<file path="src/rtl/ssi_pkg.sv">
package ssi_pkg;

    // Answer codes on rd_kind
    typedef enum logic [1:0] {
        RK_HIT  = 2'd0,
        RK_FWD  = 2'd1,
        RK_MISS = 2'd2
    } rd_kind_e;

    // Scan sequencer states
    typedef enum logic [1:0] {
        SC_IDLE  = 2'd0,
        SC_SCAN  = 2'd1,
        SC_FLUSH = 2'd2
    } scan_e;

endpackage

</file>
<file path="src/rtl/ssi_scope_decode.sv">
// Splits a global core ID into a cluster match and a local index.
module ssi_scope_decode #(
    parameter int LOCAL_CORES = 4,
    parameter int CLUSTERS    = 2,
    parameter int CLUSTER_ID  = 0,
    localparam int OWN_W  = $clog2(LOCAL_CORES),
    localparam int CORE_W = $clog2(LOCAL_CORES * CLUSTERS),
    localparam int CL_W   = CORE_W - OWN_W
) (
    input  logic [CORE_W-1:0] core_id,
    output logic              in_scope,
    output logic [OWN_W-1:0]  local_id
);
    assign local_id = core_id[OWN_W-1:0];
    assign in_scope = (core_id[CORE_W-1:OWN_W] == CL_W'(CLUSTER_ID));
endmodule

</file>
<file path="src/rtl/ssi_sync_filter.sv">
// Per-line decision: must this line be dropped on the current synchronization?
module ssi_sync_filter #(
    parameter int OWN_W = 2
) (
    input  logic             valid,
    input  logic             int_sh,
    input  logic             ext_sh,
    input  logic [OWN_W-1:0] owner,
    input  logic [OWN_W-1:0] sync_local,
    output logic             kill
);
    // Outer-private lines are safe; inner-shared lines are always suspect;
    // inner-private lines are suspect only to their owner.
    assign kill = valid && ext_sh && (int_sh || (owner == sync_local));
endmodule

</file>
<file path="src/rtl/ssi_read_filter.sv">
// Per-way lookup decision: tag match and whether the access must go upward.
module ssi_read_filter #(
    parameter int OWN_W = 2,
    parameter int TAG_W = 12
) (
    input  logic             valid,
    input  logic [TAG_W-1:0] tag,
    input  logic             int_sh,
    input  logic             ext_sh,
    input  logic [OWN_W-1:0] owner,
    input  logic [OWN_W-1:0] rd_core,
    input  logic [TAG_W-1:0] rd_tag,
    output logic             match,
    output logic             fwd
);
    assign match = valid && (tag == rd_tag);
    assign fwd   = match && !int_sh && ext_sh && (owner != rd_core);
endmodule

</file>
<file path="src/rtl/scope_selfinv_ctrl.sv">
module scope_selfinv_ctrl
    import ssi_pkg::*;
#(
    parameter int SETS        = 16,
    parameter int WAYS        = 4,
    parameter int LOCAL_CORES = 4,
    parameter int CLUSTERS    = 2,
    parameter int CLUSTER_ID  = 0,
    parameter int TAG_W       = 12,
    localparam int SET_W  = $clog2(SETS),
    localparam int WAY_W  = $clog2(WAYS),
    localparam int OWN_W  = $clog2(LOCAL_CORES),
    localparam int CORE_W = $clog2(LOCAL_CORES * CLUSTERS)
) (
    input  logic              clk,
    input  logic              rst_n,
    input  logic              fill_valid,
    input  logic [SET_W-1:0]  fill_set,
    input  logic [WAY_W-1:0]  fill_way,
    input  logic [TAG_W-1:0]  fill_tag,
    input  logic              fill_int_shared,
    input  logic              fill_ext_shared,
    input  logic [OWN_W-1:0]  fill_owner,
    input  logic              fill_dirty,
    input  logic              rd_valid,
    input  logic [OWN_W-1:0]  rd_core,
    input  logic [SET_W-1:0]  rd_set,
    input  logic [TAG_W-1:0]  rd_tag,
    output logic              rd_ready,
    output logic              rd_ack,
    output logic [1:0]        rd_kind,
    input  logic              sync_req,
    input  logic [CORE_W-1:0] sync_core,
    output logic              sync_ready,
    output logic              sync_done,
    output logic              wb_req,
    output logic [SET_W-1:0]  wb_set,
    output logic [TAG_W-1:0]  wb_tag,
    input  logic              wb_ack
);

    typedef struct packed {
        logic             valid;
        logic             dirty;
        logic             int_sh;
        logic             ext_sh;
        logic [OWN_W-1:0] owner;
        logic [TAG_W-1:0] tag;
    } line_t;

    typedef struct packed {
        scan_e                         st;
        logic [SET_W-1:0]              idx;
        logic [OWN_W-1:0]              sloc;
        logic [WAY_W-1:0]              vway;
        logic                          rack;
        rd_kind_e                      rkind;
        logic                          done;
        line_t [SETS-1:0][WAYS-1:0]    tbl;
    } state_t;

    state_t q, d;

    // Scope of an incoming synchronization
    logic             s_in;
    logic [OWN_W-1:0] s_loc;

    ssi_scope_decode #(
        .LOCAL_CORES (LOCAL_CORES),
        .CLUSTERS    (CLUSTERS),
        .CLUSTER_ID  (CLUSTER_ID)
    ) u_scope (
        .core_id  (sync_core),
        .in_scope (s_in),
        .local_id (s_loc)
    );

    // Per-way decisions for the scanned set and the looked-up set
    logic [WAYS-1:0] kill_v, dirty_v, rmatch_v, rfwd_v;

    for (genvar w = 0; w < WAYS; w++) begin : g_way
        ssi_sync_filter #(.OWN_W(OWN_W)) u_sf (
            .valid      (q.tbl[q.idx][w].valid),
            .int_sh     (q.tbl[q.idx][w].int_sh),
            .ext_sh     (q.tbl[q.idx][w].ext_sh),
            .owner      (q.tbl[q.idx][w].owner),
            .sync_local (q.sloc),
            .kill       (kill_v[w])
        );
        assign dirty_v[w] = q.tbl[q.idx][w].dirty;

        ssi_read_filter #(.OWN_W(OWN_W), .TAG_W(TAG_W)) u_rf (
            .valid   (q.tbl[rd_set][w].valid),
            .tag     (q.tbl[rd_set][w].tag),
            .int_sh  (q.tbl[rd_set][w].int_sh),
            .ext_sh  (q.tbl[rd_set][w].ext_sh),
            .owner   (q.tbl[rd_set][w].owner),
            .rd_core (rd_core),
            .rd_tag  (rd_tag),
            .match   (rmatch_v[w]),
            .fwd     (rfwd_v[w])
        );
    end

    // Lowest dirty victim in the scanned set
    logic [WAYS-1:0]  dkill_v;
    logic [WAY_W-1:0] vpick;
    assign dkill_v = kill_v & dirty_v;

    always_comb begin
        vpick = '0;
        for (int w = WAYS - 1; w >= 0; w--) begin
            if (dkill_v[w]) vpick = WAY_W'(w);
        end
    end

    logic hit_found;

    always_comb begin
        d         = q;
        d.rack    = 1'b0;
        d.done    = 1'b0;
        hit_found = 1'b0;

        // Lookups stall on the set the scan holds
        rd_ready = !((q.st != SC_IDLE) && (rd_set == q.idx));

        if (rd_valid && rd_ready) begin
            d.rack  = 1'b1;
            d.rkind = RK_MISS;
            for (int w = 0; w < WAYS; w++) begin
                if (rmatch_v[w] && !hit_found) begin
                    hit_found = 1'b1;
                    if (rfwd_v[w]) begin
                        d.rkind                   = RK_FWD;
                        d.tbl[rd_set][w].int_sh   = 1'b1;
                        d.tbl[rd_set][w].ext_sh   = 1'b1;
                    end else begin
                        d.rkind = RK_HIT;
                    end
                end
            end
        end

        case (q.st)
            SC_IDLE: begin
                if (sync_req) begin
                    if (s_in) begin
                        d.st   = SC_SCAN;
                        d.idx  = '0;
                        d.sloc = s_loc;
                    end else begin
                        d.done = 1'b1;
                    end
                end
            end
            SC_SCAN: begin
                if (|dkill_v) begin
                    d.st   = SC_FLUSH;
                    d.vway = vpick;
                end else begin
                    for (int w = 0; w < WAYS; w++) begin
                        if (kill_v[w]) d.tbl[q.idx][w].valid = 1'b0;
                    end
                    if (q.idx == SET_W'(SETS - 1)) begin
                        d.st   = SC_IDLE;
                        d.done = 1'b1;
                    end else begin
                        d.idx = q.idx + 1'b1;
                    end
                end
            end
            SC_FLUSH: begin
                if (wb_ack) begin
                    d.tbl[q.idx][q.vway].valid = 1'b0;
                    d.tbl[q.idx][q.vway].dirty = 1'b0;
                    d.st                       = SC_SCAN;
                end
            end
            default: d.st = SC_IDLE;
        endcase

        if (fill_valid) begin
            d.tbl[fill_set][fill_way].valid  = 1'b1;
            d.tbl[fill_set][fill_way].dirty  = fill_dirty;
            d.tbl[fill_set][fill_way].int_sh = fill_int_shared;
            d.tbl[fill_set][fill_way].ext_sh = fill_ext_shared;
            d.tbl[fill_set][fill_way].owner  = fill_owner;
            d.tbl[fill_set][fill_way].tag    = fill_tag;
        end
    end

    always_ff @(posedge clk) begin
        if (!rst_n) q <= '0;
        else        q <= d;
    end

    assign rd_ack     = q.rack;
    assign rd_kind    = q.rkind;
    assign sync_ready = (q.st == SC_IDLE);
    assign sync_done  = q.done;
    assign wb_req     = (q.st == SC_FLUSH);
    assign wb_set     = q.idx;
    assign wb_tag     = q.tbl[q.idx][q.vway].tag;

endmodule

</file>
<file path="config.mk">
export PLATFORM = sky130hd
export DESIGN_NAME = scope_selfinv_ctrl
export DESIGN_NICKNAME = d
export VERILOG_FILES = /design/src/rtl/ssi_pkg.sv /design/src/rtl/ssi_scope_decode.sv /design/src/rtl/ssi_sync_filter.sv /design/src/rtl/ssi_read_filter.sv /design/src/rtl/scope_selfinv_ctrl.sv
export SDC_FILE = /design/constraint.sdc
export NUM_CORES = 2
export LEC_CHECK = 0
export BUFFER_PORTS_ARGS = -buffer_cell sky130_fd_sc_hd__buf_2
export CORE_ASPECT_RATIO = 0.8
export CORE_MARGIN = 2
export CORE_UTILIZATION = 30
export CTS_BUF_LIST = sky130_fd_sc_hd__clkbuf_8 sky130_fd_sc_hd__clkbuf_16
export CTS_CLUSTER_DIAMETER = 150
export DETAILED_ROUTE_END_ITERATION = 8
export RECOVER_POWER = 25
export SLEW_MARGIN = 20
export SYNTH_ARGS = -nofsm -noshare
export SYNTH_HDL_FRONTEND = slang
export SYNTH_SLANG_ARGS = --single-unit
</file>
<file path="constraint.sdc">
create_clock -name clk -period 5.19 [get_ports clk]
set_clock_uncertainty 0.05 [all_clocks]
set_input_delay 1.038 -clock clk [delete_from_list [all_inputs] [get_ports clk]]
set_output_delay 1.038 -clock clk [all_outputs]
set_load 0.005 [all_outputs]
</file>
==> out/results.tsv <==
stage	metric	value	unit
placement	cell count after placement	9586	
placement	placement-stage worst setup slack	-41.3	ps
yosys	cell count after synthesis	7127	
yosys	Post-Syn Nets	7185	
global_routing	initial antenna violation count	35	
detailed_routing	vias per cell	6.33	
timing	setup repair after global routing missed its margin	no	
power	switching pwr	5.75	mW
global_routing	largest net degree at the start of global routing	207	
die	die span in y	413	um
final_layout	commonest non-fill, non-tap cells in the layout	sky130_fd_sc_hd__nand2_1, sky130_fd_sc_hd__dfxtp_1, sky130_fd_sc_hd__a21oi_1, sky130_fd_sc_hd__nand3_1, sky130_fd_sc_hd__mux4_2	
placement	DP Area	66600	um^2
timing	relative max-transition margin	-159	%
final_layout	number of non-filler instances in the completed layout	9846	
yosys	total standard cell area after synthesis	62800	um^2
die	Top Ports	73	
yosys	most area-consuming cells after synthesis	sky130_fd_sc_hd__dfxtp_1, sky130_fd_sc_hd__mux4_2, sky130_fd_sc_hd__a21oi_1	
run	number of max-cap violations	1	
die	core outline area	209000	um^2
placement	post-DP HPWL	189000	um
power	P per Cell Area	293	nW/um^2
timing	Setup violations, final	0	
power	switching share of total power	27.6	%
die	Die W	516	um
setup_path	reg-to-reg endpoint	q[53]	
power	proportion of power drawn by combinational gates	10.3	%
final_layout	leading cell type in the layout, fill and taps excluded	sky130_fd_sc_hd__nand2_1	
timing	Tightest Pin Transition	3880	ps
yosys	sequential-to-total area share from yosys stat	37.2	%
timing	time the worst path needs with I/O delays and setup	5080	ps
clocking	TritonCTS clock tree	yes	
setup_path	critical path endpoint category	primary output	
clocking	Clock Tree Buf Depth	3	
final_layout	number of inserted filler cells in the final layout	21100	
timing	final clock period utilization by the worst path	98.0	%
timing	final setup slack of the worst path	106	ps
final_layout	area of all placed cells without fillers	71100	um^2
clocking	post-CTS clock slew at the launch and capture registers of the worst setup and hold paths	60	ps
power	proportion of power drawn by the clock network	46.3	%
yosys	area leader, netlist	sky130_fd_sc_hd__dfxtp_1	
final_layout	area of all sequential standard cells	23400	um^2
setup_path	cell depth of the worst flop-to-flop path	13	
clocking	post-cts repair resize count	0	
yosys	mean post-synth cell area	8.81	um^2
status	outcome	finished, violations left	
clocking	Clock Latency Late Sink	800	ps
status	violations in the final reports	capacitance limit, slew limit	
final_layout	post-synthesis to final-layout area growth	13.2	%
detailed_routing	drt drc	0	
detailed_routing	routed len/inst	29.8	um
clocking	number of buffers added by the clock tree synthesis step	130	
detailed_routing	Routed Wire Length	293000	um
yosys	synthesized flop and latch total	1166	
setup_path	worst path required time	4100	ps
yosys	Synth Flop Type	sky130_fd_sc_hd__dfxtp_1	
detailed_routing	number of iterations in the first detailed-routing pass	6	
final_layout	total number of nets in the final design	6971	
hold_path	worst min-delay path startpoint	rd_kind[1]	
setup_path	Max Fanout on Critical Path	19	
final_layout	Multi-input gate area	36100	um^2
hold_path	Hold Path End	rd_kind[1]	
detailed_routing	via count	62300	
clocking	CTS H-Tree Depth	4	
clocking	clk sink count	1166	
clocking	CTS hold repair buffers	0	
detailed_routing	initial DRC count	10800	
global_routing	first-pass GRT wire length	413000	um
setup_path	CP Class	reg -> out	
global_routing	via count of the first global-routing pass	57000	
die	initial core utilization	30.1	%
die	die area	213000	um^2
setup_path	source of the worst register-to-register timing path	wb_set[1]	
setup_path	internal reg-to-reg setup slack	430	ps
die	FP Rows	150	
timing	Max Slew Vio Count	288	
yosys	library cells used by synthesis	80	
detailed_routing	DRT antenna net count	0	
setup_path	type of element launching the critical path	flop	
power	Internal Dissipation	15.1	mW
yosys	share of flip-flops with an asynchronous set or reset after synthesis	0	%
timing	Peak Freq	197	MHz
global_routing	Tot GR Track Use	26.5	%
placement	Buffers on Ports	72	
yosys	top cell type's share of synthesized area	37.2	%
hold_path	hold path depth	2	
clocking	post-CTS setup buffer count	1	
final_layout	fraction of final layout cells with drive strength greater than 1	18.3	%
power	highest ir drop seen on vdd	0.000276	V
yosys	Yosys warnings	0	
yosys	number of enable flip-flop cells after synthesis	0	
global_routing	total grt overflow	0	
clocking	cell at the root of the clock tree	sky130_fd_sc_hd__clkbuf_16	
timing	count of endpoints failing hold in the final timing report	0	
setup_path	data arrival time at the worst-slack endpoint	4000	ps
power	relative contribution of sequential cells to total power	43.4	%
placement	routability congestion estimate	1.02	
power	leakage power	21.7	nW
hold_path	worst min-delay path class	reg -> reg	
==> critical path, cell delays in order (launching register included) <==
cell,delay (ps)
sky130_fd_sc_hd__dfxtp_4,590
sky130_fd_sc_hd__buf_12,310
sky130_fd_sc_hd__buf_12,240
sky130_fd_sc_hd__mux4_2,570
sky130_fd_sc_hd__mux4_2,690
sky130_fd_sc_hd__mux4_2,590
sky130_fd_sc_hd__buf_2,160
==> cells in the mapped netlist (all sizes together), types with 4 or more instances <==
cell type,count
a2bb2oi,4
nand2b,15
o32ai,14
clkbuf,597
inv,46
o221ai,13
a31o,6
and4,10
buf,173
mux2,14
a32oi,14
clkinv,6
xnor2,60
dfxtp,1166
o21ai,239
a22oi,33
o31a,4
o2111ai,6
nand3,1087
o22ai,47
a21oi,1093
or3,7
nor2b,25
nor2,160
a221oi,28
and2,7
nand3b,4
o21a,9
a22o,6
nand4,8
mux2i,104
nor4,10
a31oi,22
o211ai,32
nor3b,4
xor2,10
a211oi,8
a41oi,61
ha,8
nand2,1316
and3,11
mux4,562
nor3,38
==> cells by family (layout without fill, tap and decap cells) <==
family | Yosys count | count (layout) | synth area share, %
flip-flops | 1166 | 1166 | 37.2
XOR/XNOR | 70 | 70 | 0.976
adder cells (fa/ha/maj) | 8 | 8 | 0.159
AO/OA/AOI/OAI | 1668 | 1668 | 15.0
AND/OR/NAND/NOR | 2713 | 2713 | 19.2
buffers and inverters | 822 | 699 | 5.49
other | 0 | 30 | 0
multiplexers | 680 | 680 | 22.1
==> registers in the layout (all words and copies together) (netlist names) <==
register and flops:
rd_kind 2, q 1158, sync_done 1, rd_ack 1, wb_set 4
==> through the flow <==
step                      hold WS [ps]  power (mW)  utilization [%]  TNS (ps)
after floorplan                    382        10.5                -         0
after global placement             394        11.3             32.0         0
after detailed placement           404        11.3             32.0      -199
after CTS                          411        20.7             34.0         0
after global routing               440        21.3             34.1         0
final                              417        20.8             34.1         0
==> routing by layer <==
layer  GRT usage, %  share of wire [%]  vias to the layer above
li1               -                  -                    25600
met5              0              0.067                        -
met3           10.1                 16                      944
met1           34.4                 37                    30700
met2           37.1                 41                     5056
met4           15.6                6.3                       26
==> area by class of cell <==
type,instances,share of cell area [%]
Antenna cell,30,0.106
Clock inverter,57,0.727
Multi-Input combinational cell,5139,50.8
Timing Repair Buffer,424,4.94
Clock buffer,166,5.34
Inverter,52,0.276
Tap cell,2812,4.95
Sequential cell,1166,32.9
==> power groups by stage <==
stage	clock network (mW)	registers (mW)	logic, mW
6_report	9.63	9.04	2.15
5_1_grt	10.0	9.03	2.22
4_1_cts	9.65	9.03	2.07
3_5_place_dp	0	9.23	2.07
3_3_place_gp	0	9.23	2.05
2_1_floorplan	0	9.21	1.33
==> worst max-delay path by stage <==
stage,start,end,slack (ps),cells after the start
after global placement,rd_set[0],q[573],20,12
after CTS,wb_set[1],wb_tag[4],40,6
final,wb_set[0],wb_tag[1],110,6
after detailed placement,rd_set[0],q[789],-40,12
after global routing,rst_n,q[422],60,4
after floorplan,wb_set[0],wb_tag[0],460,9
No activity file was read; power rests on OpenSTA's default activity.
